--- src/rtl/lru4_pkg.sv ---
package lru4_pkg;
  localparam int WAYS   = 4;
  localparam int WAY_W  = 2;
  localparam int CODE_W = 2 * WAY_W + 1;

  typedef logic [WAY_W-1:0]            way_t;
  typedef logic [CODE_W-1:0]           code_t;
  // element [0] is the most recently used way, [WAYS-1] the least
  typedef logic [WAYS-1:0][WAY_W-1:0]  order_t;

  // order (0,1,2,3): front=0, second=1, remaining {2,3} with lower one newer
  localparam code_t RESET_CODE = {2'd0, 2'd1, 1'b0};
endpackage

--- src/rtl/lru4_rst_sync.sv ---
module lru4_rst_sync #(
  parameter int STAGES = 2
) (
  input  logic clk,
  input  logic rst_n,
  output logic rst_sync_n
);
  logic [STAGES-1:0] sync_q;
  logic [STAGES-1:0] sync_d;

  always_comb begin
    sync_d = {sync_q[STAGES-2:0], 1'b1};
  end

  always_ff @(posedge clk or negedge rst_n) begin
    if (!rst_n) begin
      sync_q <= '0;
    end else begin
      sync_q <= sync_d;
    end
  end

  assign rst_sync_n = sync_q[STAGES-1];
endmodule

--- src/rtl/lru4_decode.sv ---
module lru4_decode
  import lru4_pkg::*;
(
  input  code_t  code_i,
  output order_t order_o
);
  way_t front, second, lo_way, hi_way;
  logic lo_found, hi_found;

  always_comb begin
    front    = code_i[CODE_W-1 -: WAY_W];
    second   = code_i[CODE_W-1-WAY_W -: WAY_W];
    lo_way   = '0;
    hi_way   = '0;
    lo_found = 1'b0;
    hi_found = 1'b0;
    // smallest way absent from the two stored indices
    for (int w = 0; w < WAYS; w++) begin
      if (!lo_found && (way_t'(w) != front) && (way_t'(w) != second)) begin
        lo_way   = way_t'(w);
        lo_found = 1'b1;
      end
    end
    // largest way absent from the two stored indices
    for (int w = WAYS - 1; w >= 0; w--) begin
      if (!hi_found && (way_t'(w) != front) && (way_t'(w) != second)) begin
        hi_way   = way_t'(w);
        hi_found = 1'b1;
      end
    end
    order_o[0] = front;
    order_o[1] = second;
    order_o[2] = code_i[0] ? hi_way : lo_way;
    order_o[3] = code_i[0] ? lo_way : hi_way;
  end
endmodule

--- src/rtl/lru4_promote.sv ---
module lru4_promote
  import lru4_pkg::*;
(
  input  order_t cur_i,
  input  way_t   target_i,
  output order_t nxt_o,
  output code_t  nxt_code_o
);
  int unsigned pos;

  always_comb begin
    pos = WAYS - 1;
    for (int i = 0; i < WAYS; i++) begin
      if (cur_i[i] == target_i) pos = i;
    end
    nxt_o[0] = target_i;
    for (int i = 1; i < WAYS; i++) begin
      nxt_o[i] = (i <= pos) ? cur_i[i-1] : cur_i[i];
    end
    nxt_code_o = {nxt_o[0], nxt_o[1], (nxt_o[2] > nxt_o[3])};
  end
endmodule

--- src/rtl/lru4_state_bank.sv ---
module lru4_state_bank
  import lru4_pkg::*;
#(
  parameter int NUM_SETS = 16,
  parameter int SET_W    = 4
) (
  input  logic             clk,
  input  logic             rst_n,
  input  logic [SET_W-1:0] set_i,
  input  logic             wr_en_i,
  input  code_t            wr_code_i,
  output code_t            rd_code_o
);
  code_t code_q [NUM_SETS];
  code_t code_d [NUM_SETS];

  for (genvar s = 0; s < NUM_SETS; s++) begin : g_set
    logic set_en;
    assign set_en = wr_en_i && (set_i == SET_W'(s));

    always_comb begin
      code_d[s] = code_q[s];
      if (set_en) code_d[s] = wr_code_i;
    end

    always_ff @(posedge clk or negedge rst_n) begin
      if (!rst_n) begin
        code_q[s] <= RESET_CODE;
      end else if (set_en) begin
        code_q[s] <= code_d[s];
      end
    end
  end

  always_comb begin
    rd_code_o = RESET_CODE;
    if ({1'b0, set_i} < (SET_W+1)'(NUM_SETS)) rd_code_o = code_q[set_i];
  end
endmodule

--- src/rtl/lru4_tracker.sv ---
module lru4_tracker
  import lru4_pkg::*;
#(
  parameter int NUM_SETS     = 16,
  parameter bit EXPOSE_ORDER = 1'b1,
  localparam int SET_W       = (NUM_SETS > 1) ? $clog2(NUM_SETS) : 1
) (
  input  logic             clk,
  input  logic             rst_n,
  input  logic [SET_W-1:0] acc_set,
  input  logic             acc_valid,
  input  logic             acc_hit,
  input  logic [1:0]       acc_way,
  output logic [1:0]       victim_way,
  output logic [7:0]       order_out
);
  logic   core_rst_n;
  code_t  cur_code, nxt_code;
  order_t cur_order, nxt_order;
  way_t   target;
  logic [7:0] cur_order_flat;

  lru4_rst_sync #(.STAGES(2)) u_rst (
    .clk        (clk),
    .rst_n      (rst_n),
    .rst_sync_n (core_rst_n)
  );

  lru4_state_bank #(.NUM_SETS(NUM_SETS), .SET_W(SET_W)) u_bank (
    .clk       (clk),
    .rst_n     (core_rst_n),
    .set_i     (acc_set),
    .wr_en_i   (acc_valid),
    .wr_code_i (nxt_code),
    .rd_code_o (cur_code)
  );

  lru4_decode u_dec (
    .code_i  (cur_code),
    .order_o (cur_order)
  );

  assign victim_way = cur_order[WAYS-1];
  assign target     = acc_hit ? acc_way : victim_way;

  lru4_promote u_prom (
    .cur_i      (cur_order),
    .target_i   (target),
    .nxt_o      (nxt_order),
    .nxt_code_o (nxt_code)
  );

  assign cur_order_flat = cur_order;

  if (EXPOSE_ORDER) begin : g_order
    assign order_out = cur_order_flat;
  end else begin : g_no_order
    assign order_out = '0;
  end
endmodule

--- config.mk ---
export PLATFORM = sky130hd
export DESIGN_NAME = lru4_tracker
export DESIGN_NICKNAME = d
export VERILOG_FILES = /design/src/rtl/lru4_pkg.sv /design/src/rtl/lru4_rst_sync.sv /design/src/rtl/lru4_decode.sv /design/src/rtl/lru4_promote.sv /design/src/rtl/lru4_state_bank.sv /design/src/rtl/lru4_tracker.sv
export SDC_FILE = /design/constraint.sdc
export NUM_CORES = 1
export LEC_CHECK = 0
export ABC_AREA = 1
export BUFFER_PORTS_ARGS = -buffer_cell sky130_fd_sc_hd__buf_2
export CAP_MARGIN = 10
export CELL_PAD_IN_SITES_DETAIL_PLACEMENT = 0
export CELL_PAD_IN_SITES_GLOBAL_PLACEMENT = 1
export CORE_MARGIN = 4
export CORE_UTILIZATION = 43
export DETAILED_ROUTE_END_ITERATION = 16
export MAX_ROUTING_LAYER = met4
export PLACE_DENSITY = 0.79
export RECOVER_POWER = 25
export SYNTH_ARGS = -nofsm -noshare
export SYNTH_HDL_FRONTEND = slang
export SYNTH_SLANG_ARGS = --single-unit
--- constraint.sdc ---
create_clock -name clk -period 5.9 [get_ports clk]
set_clock_uncertainty 0.2 [all_clocks]
set_input_delay 0.295 -clock clk [delete_from_list [all_inputs] [get_ports clk]]
set_output_delay 0.295 -clock clk [all_outputs]
set_load 0.005 [all_outputs]
==> out/qor.txt <==
Drt pass-1 iters = 5
Simple-Gate Fraction of Synth Area = 42.0%
Layout Area Growth over Synthesis = 6.46%
WP buf/inv = 4
Final RePlAce weighted congestion = 0.929
Fill cell count = 1074
Mapped Area = 4630 um^2
CP Class = in2reg
Synth Warn # = 0
Starting DRT DRC Count = 361
Clock latency on the worst-skew pair = 360 ps
Post-synthesis compound-gate area fraction = 5.62%
Crit start category = primary input
Initial antenna violation count = 0
PostCTS Resize Cnt = 0
CTS Buffer Depth = 2
TNS Setup = 0 ps
Critical Path End Type = flip-flop
Synth Instances = 659
RSZ-0062 raised after global routing = no
Max Fclk = 0.238 GHz
Final net count = 684
Die outline width = 112 um
Diode count = 0
Final min period = 4210 ps
Io pins = 20
CTS clk-pin slew, worst paths = 90 ps
Slew headroom = -112%
Failing checks = capacitance limit, slew limit
Number of remaining DRC errors = 0
Yosys cell types = 24
Total power = 2.18 mW
Leak = 2.62 nW
Main combinational cell family by area after synthesis = simple AND/OR/NAND/NOR gates
Total CTS buffers = 9
Total grt overflow = 0
Final period util = 71.3%
Pin count of the biggest net entering global routing = 81
FF+latch area = 2070 um^2
Die Height = 112 um
PortBufs = 19
Synth Area in Adders = 0.541%
Family with the most delay on the worst path = simple AND/OR/NAND/NOR gates
Number of H-tree levels = 3
Status = finished with violations
WL final = 12700 um
CP arrival = 4250 ps
Core Region = 10400 um^2
Share of post-route cells with drive strength above 1 = 11.2%
Avg WL per Cell = 15.7 um
Post-CTS setup buffer count = 0
Slew @ Worst Pin = 3190 ps
Worst EP required = 5940 ps
Clock tree sinks = 82
Via count = 4240
CTS tree = done
First-pass GRT wire length = 21200 um
Most used cell along the critical path = nand2_1
Final Hold Fails = 0
Max-slew violations = 81
Xor/xnor cell area share of the yosys netlist = 0%
Synth Net Count = 671
Synthesized flop and latch total = 82
Antenna viol nets, final = 0
Placement Rows = 37
Number of max-cap violations = 1
Number of vias per cell = 5.22
Crit path largest cell delay = 580 ps
All-Layer GR Usage = 22.0%
Register area share after synthesis = 44.8%
Final Util = 47.3%
Max VDD drop = 0.000232 V
CTS root buf = clkbuf_8
Vias in the first global route = 4021
Crit Path Max Fanout = 37
Setup Viol. Count Final = 0
Hold WC Path Type = in2async
Mux cell area share after synthesis = 0%
DP HPWL = 8670 um
Slowest library cell on the worst path = buf_2
Die Area = 12500 um^2
Mean post-synth cell area = 7.02 um^2
Footprint of the multi-input gates = 2230 um^2
Starting Density = 44.4%
Pwr/cell area = 442 nW/um^2
## cell type report
cell class              instances  share of cell area [%]
clock buffers                  10                    2.79
clock inverters                 6                   0.812
inverters                      42                    3.30
multi-input cells             516                    45.3
flip-flops and latches         82                    42.0
well taps                     136                    3.45
repair buffers                 21                    2.26
## power breakdown
part / total, mW / internal (mW) / switching [mW]
Clock: 0.380 / 0.164 / 0.215
Sequential: 0.916 / 0.792 / 0.124
Combinational: 0.885 / 0.292 / 0.593
## synthesized netlist by cell type
cell type    n  share of area, %
nand2_1    355                29
dfrtp_1     66                36
nand3_1     53               5.7
o21ai_0     52               5.6
inv_1       37               3.0
nor2_1      25               2.0
dfstp_2     16               9.1
buf_6        9               2.2
nand2_2      7              0.95
nand4_1      7              0.95
buf_4        5              0.81
nor2_4       4              0.97
clkbuf_1     3              0.24
nand2_4      3              0.73
buf_2        2              0.22
ha_1         2              0.54
inv_2        2              0.16
inv_4        2              0.27
nand3_2      2              0.43
nand3_4      2              0.76
nor2_2       2              0.27
clkinv_1     1             0.081
conb_1       1             0.081
nor2_8       1              0.43
## cell usage in the layout (no fill, tap or decap)
master / n
buf_2: 18
buf_4: 1
clkbuf_1: 1
clkbuf_8: 10
clkinv_1: 1
clkinv_2: 3
clkinv_4: 1
clkinvlp_4: 1
conb_1: 1
dfrtp_1: 66
dfstp_2: 16
dlygate4sd3_1: 1
ha_1: 2
inv_1: 37
inv_2: 2
inv_4: 2
inv_6: 1
nand2_1: 355
nand2_2: 7
nand2_4: 3
nand3_1: 53
nand3_2: 2
nand3_4: 2
nand4_1: 7
nor2_1: 25
nor2_2: 2
nor2_4: 4
nor2_8: 1
o21ai_0: 51
o21ai_1: 1
## sequential cells by signal, indices dropped and copies added (netlist names)
name,count
u_bank.code_q,80
u_rst.sync_q,2
## cell families after synthesis
logic type / count (synthesis)
flops: 82
buf+inv: 61
simple gates: 461
other cells: 1
compound gates: 52
fa+ha+maj: 2
## per-stage QoR
stage	area, um^2	cells	setup slack (ps)	hold WS, ps
6_report	4930	813	1690	29.0
5_1_grt	4930	813	1200	32.8
4_1_cts	4930	813	1680	12.1
3_5_place_dp	4750	796	1310	-118
3_3_place_gp	4750	796	1380	-120
2_1_floorplan	4630	659	2440	-201
## metal layers
layer | GRT usage, % | wire length [um] | vias up
met5 | - | 0 | -
met4 | 6.97 | 303 | 0
met3 | 3.75 | 713 | 23
met2 | 32.7 | 5710 | 140
met1 | 30.7 | 6010 | 1996
li1 | - | - | 2081
## final timing paths
kind                              startpoint                 to  slack, ps  cells after the start
max                               acc_set[0]  u_bank.code_q[65]       1690                     27
min                                    rst_n    u_rst.sync_q[0]         30                      2
max reg2reg                u_bank.code_q[41]  u_bank.code_q[65]       2090                     26
min reg2reg                  u_rst.sync_q[0]    u_rst.sync_q[1]        160                      0
max in group asynchronous    u_rst.sync_q[1]   u_bank.code_q[3]       2530                      0
min in group clk             u_rst.sync_q[0]    u_rst.sync_q[1]        160                      0
## timing repair
item | CTS | global route
hold buffers | 1 | 0
endpoints found under the setup margin | 0 | 0
endpoints found under the hold margin | 2 | 0
Note: power is estimated with default switching activity, not from simulation.
